--- config.mk ---
export PLATFORM = sky130hd
export DESIGN_NAME = swreg_bridge
export DESIGN_NICKNAME = d
export VERILOG_FILES = /design/src/rtl/swreg_pkg.sv /design/src/rtl/swreg_ctrl.sv /design/src/rtl/swreg_dp.sv /design/src/rtl/swreg_bridge.sv
export SDC_FILE = /design/constraint.sdc
export NUM_CORES = 1
export LEC_CHECK = 0
export ABC_CLOCK_PERIOD_IN_PS = 4600
export BUFFER_PORTS_ARGS = -buffer_cell sky130_fd_sc_hd__buf_2
export CAP_MARGIN = 0
export CORE_MARGIN = 5
export CORE_UTILIZATION = 57
export CTS_CLUSTER_DIAMETER = 30
export DETAILED_ROUTE_END_ITERATION = 16
export MAX_ROUTING_LAYER = met4
export PLACE_DENSITY = 0.85
export REMOVE_ABC_BUFFERS = 1
export SLEW_MARGIN = 10
export SYNTH_ARGS = -nofsm -noshare
export SYNTH_HDL_FRONTEND = slang
export SYNTH_SLANG_ARGS = --single-unit
--- constraint.sdc ---
create_clock -name clk -period 4.6 [get_ports clk]
set_clock_uncertainty 0.05 [all_clocks]
set_input_delay 0.69 -clock clk [delete_from_list [all_inputs] [get_ports clk]]
set_output_delay 0.69 -clock clk [all_outputs]
set_load 0.05 [all_outputs]
--- src/rtl/swreg_pkg.sv ---
package swreg_pkg;
  localparam int HOST_AW = 7;
  localparam int HOST_DW = 32;
  localparam int SW_DW   = 2 * HOST_DW;

  localparam logic [HOST_AW-1:0] OFF_CMD = 7'h2c;
  localparam logic [HOST_AW-1:0] OFF_WDH = 7'h30;
  localparam logic [HOST_AW-1:0] OFF_WDL = 7'h34;
  localparam logic [HOST_AW-1:0] OFF_RDH = 7'h38;
  localparam logic [HOST_AW-1:0] OFF_RDL = 7'h3c;
  localparam logic [HOST_AW-1:0] OFF_CTL = 7'h40;

  typedef struct packed {
    logic ldWdHi;
    logic ldWdLo;
    logic ldCmd;
    logic ldCtl;
    logic txDone;
    logic setErr;
    logic clrErr;
    logic softRst;
  } strobe_t;
endpackage

--- src/rtl/swreg_ctrl.sv ---
module swreg_ctrl
  import swreg_pkg::*;
#(
  parameter int TIMEOUT_CYCLES = 64
) (
  input  logic               clk,
  input  logic               rstN,
  input  logic               hostWe,
  input  logic [HOST_AW-1:0] hostAddr,
  input  logic [HOST_DW-1:0] hostWdata,
  input  logic               reqBit,
  input  logic               altBusy,
  input  logic               swAck,
  output strobe_t            stb,
  output logic               busy,
  output logic               grant
);
  localparam int TW = $clog2(TIMEOUT_CYCLES + 1);
  localparam logic [TW-1:0] TLAST = TW'(TIMEOUT_CYCLES - 1);

  logic [TW-1:0] timer;
  logic isCmd, startTx, tmo;

  always_comb begin
    isCmd       = hostWe && (hostAddr == OFF_CMD);
    stb.softRst = isCmd && hostWdata[2];
    startTx     = isCmd && hostWdata[0] && !hostWdata[2] && grant && !busy;
    tmo         = busy && !swAck && (timer == TLAST);
    stb.txDone  = busy && swAck && !stb.softRst;
    stb.setErr  = tmo && !stb.softRst;
    stb.clrErr  = isCmd && hostWdata[3];
    stb.ldCmd   = isCmd && !busy;
    stb.ldWdHi  = hostWe && (hostAddr == OFF_WDH);
    stb.ldWdLo  = hostWe && (hostAddr == OFF_WDL);
    stb.ldCtl   = hostWe && (hostAddr == OFF_CTL);
  end

  always_ff @(posedge clk or negedge rstN) begin
    if (!rstN) begin
      busy  <= 1'b0;
      timer <= '0;
    end else if (stb.softRst) begin
      busy  <= 1'b0;
      timer <= '0;
    end else if (busy) begin
      if (swAck || tmo) begin
        busy  <= 1'b0;
        timer <= '0;
      end else begin
        timer <= timer + 1'b1;
      end
    end else if (startTx) begin
      busy  <= 1'b1;
      timer <= '0;
    end
  end

  always_ff @(posedge clk or negedge rstN) begin
    if (!rstN)          grant <= 1'b0;
    else if (!reqBit)   grant <= 1'b0;
    else if (!altBusy)  grant <= 1'b1;
  end

  AST_GO_NEEDS_GRANT: assert property (@(posedge clk) disable iff (!rstN)
    $rose(busy) |-> $past(grant));
  AST_GRANT_WHEN_FREE: assert property (@(posedge clk) disable iff (!rstN)
    $rose(grant) |-> $past(!altBusy && reqBit));
  AST_GRANT_RELEASE: assert property (@(posedge clk) disable iff (!rstN)
    !reqBit |=> !grant);
  AST_TIMER_BOUND: assert property (@(posedge clk) disable iff (!rstN)
    busy |-> (timer < TW'(TIMEOUT_CYCLES)));
  AST_ACK_ENDS: assert property (@(posedge clk) disable iff (!rstN)
    (busy && swAck) |=> !busy);
endmodule

--- src/rtl/swreg_dp.sv ---
module swreg_dp
  import swreg_pkg::*;
(
  input  logic               clk,
  input  logic               rstN,
  input  strobe_t            stb,
  input  logic               hostRe,
  input  logic [HOST_AW-1:0] hostAddr,
  input  logic [HOST_DW-1:0] hostWdata,
  input  logic               busy,
  input  logic               grant,
  input  logic               swInitDone,
  input  logic [SW_DW-1:0]   swRdata,
  output logic [HOST_DW-1:0] hostRdata,
  output logic               reqBit,
  output logic               intEn,
  output logic [7:0]         cmdPage,
  output logic [7:0]         cmdReg,
  output logic               cmdWrite,
  output logic [SW_DW-1:0]   swWdata
);
  logic [HOST_DW-1:0] wdHi, wdLo, rdHi, rdLo, rdMux;
  logic errFlag;

  always_ff @(posedge clk or negedge rstN) begin
    if (!rstN) begin
      wdHi <= '0; wdLo <= '0; reqBit <= 1'b0; intEn <= 1'b0;
      cmdPage <= '0; cmdReg <= '0; cmdWrite <= 1'b0;
    end else begin
      if (stb.ldWdHi) wdHi <= hostWdata;
      if (stb.ldWdLo) wdLo <= hostWdata;
      if (stb.ldCtl) begin
        reqBit <= hostWdata[3];
        intEn  <= hostWdata[1];
      end
      if (stb.ldCmd) begin
        cmdPage  <= hostWdata[31:24];
        cmdReg   <= hostWdata[23:16];
        cmdWrite <= hostWdata[1];
      end
    end
  end

  always_ff @(posedge clk or negedge rstN) begin
    if (!rstN) begin
      rdHi <= '0; rdLo <= '0; errFlag <= 1'b0;
    end else if (stb.softRst) begin
      rdHi <= '0; rdLo <= '0; errFlag <= 1'b0;
    end else begin
      if (stb.txDone && !cmdWrite) begin
        rdHi <= swRdata[SW_DW-1:HOST_DW];
        rdLo <= swRdata[HOST_DW-1:0];
      end
      if (stb.setErr)      errFlag <= 1'b1;
      else if (stb.clrErr) errFlag <= 1'b0;
    end
  end

  always_comb begin
    case (hostAddr)
      OFF_CMD: rdMux = {cmdPage, cmdReg, 12'd0, errFlag, 1'b0, cmdWrite, busy};
      OFF_WDH: rdMux = wdHi;
      OFF_WDL: rdMux = wdLo;
      OFF_RDH: rdMux = rdHi;
      OFF_RDL: rdMux = rdLo;
      OFF_CTL: rdMux = {25'd0, swInitDone, 1'b0, grant, reqBit, 1'b0, intEn, 1'b0};
      default: rdMux = '0;
    endcase
  end

  always_ff @(posedge clk or negedge rstN) begin
    if (!rstN)       hostRdata <= '0;
    else if (hostRe) hostRdata <= rdMux;
  end

  assign swWdata = {wdHi, wdLo};

  AST_FIELDS_STABLE: assert property (@(posedge clk) disable iff (!rstN)
    (busy && !stb.txDone && !stb.softRst && !stb.setErr) |=> $stable({cmdPage, cmdReg, cmdWrite}));
  AST_WRITE_KEEPS_RD: assert property (@(posedge clk) disable iff (!rstN)
    (stb.txDone && cmdWrite) |=> $stable({rdHi, rdLo}));
  AST_SOFTRST_CLEARS: assert property (@(posedge clk) disable iff (!rstN)
    stb.softRst |=> (rdHi == '0 && rdLo == '0 && !errFlag));
  AST_ERR_STICKY: assert property (@(posedge clk) disable iff (!rstN)
    (errFlag && !stb.clrErr && !stb.softRst) |=> errFlag);
endmodule

--- src/rtl/swreg_bridge.sv ---
module swreg_bridge
  import swreg_pkg::*;
#(
  parameter int TIMEOUT_CYCLES = 64
) (
  input  logic        clk,
  input  logic        rstN,
  input  logic        hostWe,
  input  logic        hostRe,
  input  logic [6:0]  hostAddr,
  input  logic [31:0] hostWdata,
  output logic [31:0] hostRdata,
  output logic        hostIntEn,
  output logic        hostOwns,
  input  logic        altBusy,
  input  logic        swInitDone,
  output logic        swReq,
  output logic        swWrite,
  output logic [7:0]  swPage,
  output logic [7:0]  swReg,
  output logic [63:0] swWdata,
  input  logic        swAck,
  input  logic [63:0] swRdata
);
  strobe_t stb;
  logic busy, grant, reqBit;

  swreg_ctrl #(.TIMEOUT_CYCLES(TIMEOUT_CYCLES)) i_ctrl (
    .clk(clk), .rstN(rstN), .hostWe(hostWe), .hostAddr(hostAddr),
    .hostWdata(hostWdata), .reqBit(reqBit), .altBusy(altBusy),
    .swAck(swAck), .stb(stb), .busy(busy), .grant(grant)
  );

  swreg_dp i_dp (
    .clk(clk), .rstN(rstN), .stb(stb), .hostRe(hostRe), .hostAddr(hostAddr),
    .hostWdata(hostWdata), .busy(busy), .grant(grant), .swInitDone(swInitDone),
    .swRdata(swRdata), .hostRdata(hostRdata), .reqBit(reqBit), .intEn(hostIntEn),
    .cmdPage(swPage), .cmdReg(swReg), .cmdWrite(swWrite), .swWdata(swWdata)
  );

  assign swReq    = busy;
  assign hostOwns = grant;
endmodule

# Word level (Yosys, flattened, before mapping)
# Cells that the tools add are included.
# word_totals
out_inout_bits	116
elab_cells	67
in_bits	110
register_bits	189
# op_classes
n_addsub	1
n_eq_ne	8
n_reduce_logical	26
mux	18
# ops
cell	n
$pmux 32 s6	1
$mux 32	4
$eq 7x6->1 const B	6
$mux 7	4
$logic_and 1x1->1	17
$mux 1	9
$add 7x1->7 const B	1
$eq 7x7->1 const B	1
$reduce_bool 3->1	2
$logic_not 1->1	5
$ne 2x2->1 const B	1
$reduce_bool 2->1	1
$logic_or 1x1->1	1

# Longest topological paths before layout
# logic_depth
word_depth	9
depth_mapped	8
ltp_nobuf	5

# By module
# Synthesis repeated with hierarchy kept, for this count alone.
# hier_totals
hier_cells	607
area_unflattened_um2	8390.5
# modules_own_cells
module	seq_area_each_um2	area_per_inst_um2	cells_per_inst	n_inst
swreg_dp	4504.3	7815.0	544	1
swreg_ctrl	225.2	575.6	63	1

# Worst setup path after synthesis
# No wires, ideal clock.
# synth_timing
path_type	input to register
from	in hostAddr[2]
to	reg i_dp.cmdPage[1]
required_time_ns	4.425
arrival_ns	2.159
stages	8
path_slack_ns	2.265
setup_time_ns	0.125
cell_sequence	buf_6 nor4bb_2 buf_4 nor3b_4 and3b_1 buf_6 buf_12 mux2_4
# synth_between
elab_chain_len	3
# synth_rtl
element	line	text
start, declared	swreg_bridge.sv:10	input logic [6:0] hostAddr,
$eq 7x6->1	swreg_ctrl.sv:25	isCmd = hostWe && (hostAddr == OFF_CMD);
$logic_and 1x1->1	swreg_ctrl.sv:25	
$logic_and 1x1->1	swreg_ctrl.sv:32	stb.ldCmd = isCmd && !busy;
end signal, assigned	swreg_dp.sv:37	cmdPage <= hostWdata[31:24];
end, declared	swreg_dp.sv:17	output logic [7:0] cmdPage,
# Every way passes these cells.
# A chain may end at the register's enable or synchronous reset.

# Worst setup path in the final report
# layout_timing
from	in hostAddr[2]
to	reg i_ctrl.timer[4]
# layout_between
elab_chain_len	7
# layout_rtl
element	line	text
$eq 7x6->1 *	swreg_ctrl.sv:25	
$logic_and 1x1->1 *	swreg_ctrl.sv:25	
$logic_and 1x1->1 (4 in a row)	swreg_ctrl.sv:27	startTx = isCmd && hostWdata[0] && !hostWdata[2] && grant && !busy;
$reduce_bool 3->1 (no source line)	n/a	
end signal, assigned	swreg_ctrl.sv:50	timer <= timer + 1'b1;
end, declared	swreg_ctrl.sv:21	logic [TW-1:0] timer;
# Every way passes the cells marked *; elsewhere a longest branch is shown, timed or not.

==> results.yml <==
setup_path:
  slowest_delay_ns: 0.48
  slowest_stage: "and3_2"
  path_cells: "buf_2, nor4bb_4, buf_4, and3_2, buf_4, nor4_1, a221o_1"
  path_delay_family: "buffers and inverters"
  r2r_start: "i_ctrl.busy$_DFF_PN0_"
  worstRegToRegCells: 5
  criticalPathCategory: "input port to flip-flop"
  worstPathArrival_ns: 2.93
  start_kind: "input port"
  crit_fanout: 27
  r2r-end: "i_dp.rdHi[19]$_DFFE_PN0P_"
  regToRegSetupSlack_ns: 2.32
  cp.required_ns: 4.87
  crit_path_frequent_cell: "buf_4"
  endpoint_kind: "flip-flop"
  worst-path-buf-inv: 3
logic_synthesis:
  synth-seq-area-share_pct: 55.13
  synth_top_family_by_area: "multiplexers"
  syn_area_sq_um: 8579
  yosysMostFrequentCell: "dfrtp_1"
  synthArstFlopShare_pct: 100.0
  netlist.area_leader.share_pct: 55.13
  synth-seq-cells: 189
  synth-edff-count: 0
  synth_mux_area_share_pct: 16.36
  ys_top_cells_by_area: "dfrtp_1 55%, mux2_2 11%, nand2_1 6.0%"
  synthXorXnorAreaFrac_pct: 0
  ys.flop_type: "dfrtp_1"
  synth_cell_types: 55
  synthTopCellsByCount: "189 x dfrtp_1, 136 x nand2_1, 86 x mux2_2"
  synth_fa_ha_area_share_pct: 0.1458
  synth_top_area_cell: "dfrtp_1"
  ys.warnings.count: 0
  yosys.area_share.simple_pct: 10.02
  synth_compound_area_share_pct: 13.48
  syn-mean-instance-area_sq_um: 11.27
  synthCells: 761
floorplan:
  io_pins: 226
  row_count: 44
  die_w_um: 132.7
  design.core.area_sq_um: 14640
  die_area_sq_um: 17610
  die_h_um: 132.7
  start_util_pct: 58.59
placed_design:
  io_buffer_count: 225
  place_inst: 1128
  pre_cts_ws_ns: 1.521
  routabilityCongestion: 0.8558
  dp_hpwl_um: 16790
min_path:
  min_from: "altBusy"
  hold_class: "input port to flip-flop"
  whs_endpoint: "i_ctrl.grant$_DFFE_PN0P_"
  holdPathStages: 2
run_status:
  status: "finished clean"
pwr:
  power_frac_clock_pct: 40.3
  p_total_w: 0.003861
  seqPwrFrac_pct: 46.2
  netSwitchingPower_w: 0.001081
  intPower_w: 0.002780
  power_leakage_nw: 5.214
  swShare_pct: 28.00
  powerDensity_nw_per_um2: 371.1
  comb_power_share_pct: 13.6
  vdd_ir_drop_max_mv: 0.2820
timing:
  timing.fmax_mhz: 376.3
  worstMarginPinSlew_ns: 1.029
  fin_crit_ns: 2.658
  hold_violations: 0
  setup_viol: 0
  drv_slew: 0
  rsz0062_at_grt: "no"
  finalCritPeriodShare_pct: 57.77
  fin_setup_tns_ns: 0
  slew_headroom_pct: 31.26
  fin_ws_ns: 1.942
layout:
  fin_cells: 1162
  syn2layout_area_growth_pct: 21.29
  register_area_sq_um: 4730
  multi_input_area_sq_um: 3458
  nets: 1074
  fillCellCount: 1089
  drive_gt1_share_pct: 38.63
clocking:
  root_buffer: "clkbuf_16"
  hold_buffers: 0
  clk_pin_slew_ns: 0.06
  clkSinkCount: 189
  clk_latency_ns: 0.44
  cts_tree: "built"
  cts_buffers: 17
  cts.repair.resized: 0
  ctsHtreeMaxLevel: 4
  cts_setup_buffers: 0
  clock_path_buffers: 2
detailed_routing:
  wl_um: 24820
  avgViaCountPerCell: 6.035
  drc: 0
  antenna_left: 0
  vias: 7013
  drt_iter0_markers: 563
  post_drt_wl_per_cell_um: 21.36
  drt_pre_antenna_iters: 8
grt:
  antenna_found_initial: 2
  grt_first_pass_wirelength_um: 39720
  grt_max_degree: 130
  track_usage_pct: 29.36
  gr-total-overflow: 0
  grt_pass1_vias: 7292
job:
  cap_violations: 0
==> logic make-up after synthesis <==
kind of cell | count (synthesis)
buffers and inverters | 88
AOI/OAI and AO/OA | 175
and+or+nand+nor | 185
muxes | 123
adders and majority gates | 1
DFF | 189
==> power by group through the flow <==
stage	Combinational (W)	Clock (W)	Sequential [W]
6_report	0.000524	0.00155	0.00178
5_1_grt	0.000552	0.00163	0.00179
4_1_cts	0.000527	0.00157	0.00178
3_5_place_dp	0.000525	0	0.00181
3_3_place_gp	0.000518	0	0.00181
2_1_floorplan	0.0000966	0	0.00201
==> layer usage <==
layer  global-route usage [%]  share of wire, %  vias to the layer above
met3                    7.669               9.6                       52
met2                    46.37                49                      387
li1                         -                 -                     3112
met1                    37.27                40                     3462
met5                        -                 0                        -
met4                    9.700               2.0                        0
==> worst max path at each step <==
stage / endpoint / depth (start not counted) / from / slack, ns
finish: i_ctrl.timer[4]$_DFFE_PN0P_ / 7 / hostAddr[2] / 1.94
CTS: i_ctrl.timer[4]$_DFFE_PN0P_ / 7 / hostAddr[2] / 1.97
global route: i_ctrl.timer[4]$_DFFE_PN0P_ / 7 / hostAddr[2] / 1.81
floorplan: i_ctrl.timer[4]$_DFFE_PN0P_ / 4 / hostAddr[1] / 0.78
global placement: i_ctrl.timer[4]$_DFFE_PN0P_ / 7 / hostAddr[2] / 1.59
detailed placement: i_ctrl.timer[4]$_DFFE_PN0P_ / 7 / hostAddr[2] / 1.52
==> sequential cells by signal, indices dropped and copies added (netlist names), 7 cells and up <==
register and flops:
i_dp.cmdPage 8, i_dp.rdHi 32, i_dp.cmdReg 8, i_dp.wdLo 32
i_dp.rdLo 32, i_dp.wdHi 32, i_ctrl.timer 7, i_dp.hostRdata 32
==> cell usage in the layout (no fill, tap or decap), types with 18 or more instances in the layout <==
cell type	instances
mux2_2	86
nand2_1	136
inv_1	32
a21oi_1	65
a22oi_1	18
buf_2	224
mux2i_1	21
dfrtp_1	189
==> through the flow <==
stage / utilization (%) / cell area, sq um / hold WS [ns]
floorplan: - / 8282 / 0.3444
global placement: 66.77 / 9778 / 0.4229
detailed placement: 66.77 / 9778 / 0.4344
CTS: 71.03 / 10400 / 0.3722
global route: 71.06 / 10410 / 0.4053
finish: 71.06 / 10410 / 0.3832
==> layout make-up <==
type                            instances  area share, %
Clock buffer                           20          4.485
Tap cell                              184          2.212
Timing Repair Buffer                  239          11.92
Inverter                               32          1.154
Clock inverter                         12          1.503
Sequential cell                       189          45.45
Multi-Input combinational cell        484          33.23
Antenna cell                            2        0.04809
Note: power is estimated with default switching activity, not from simulation.
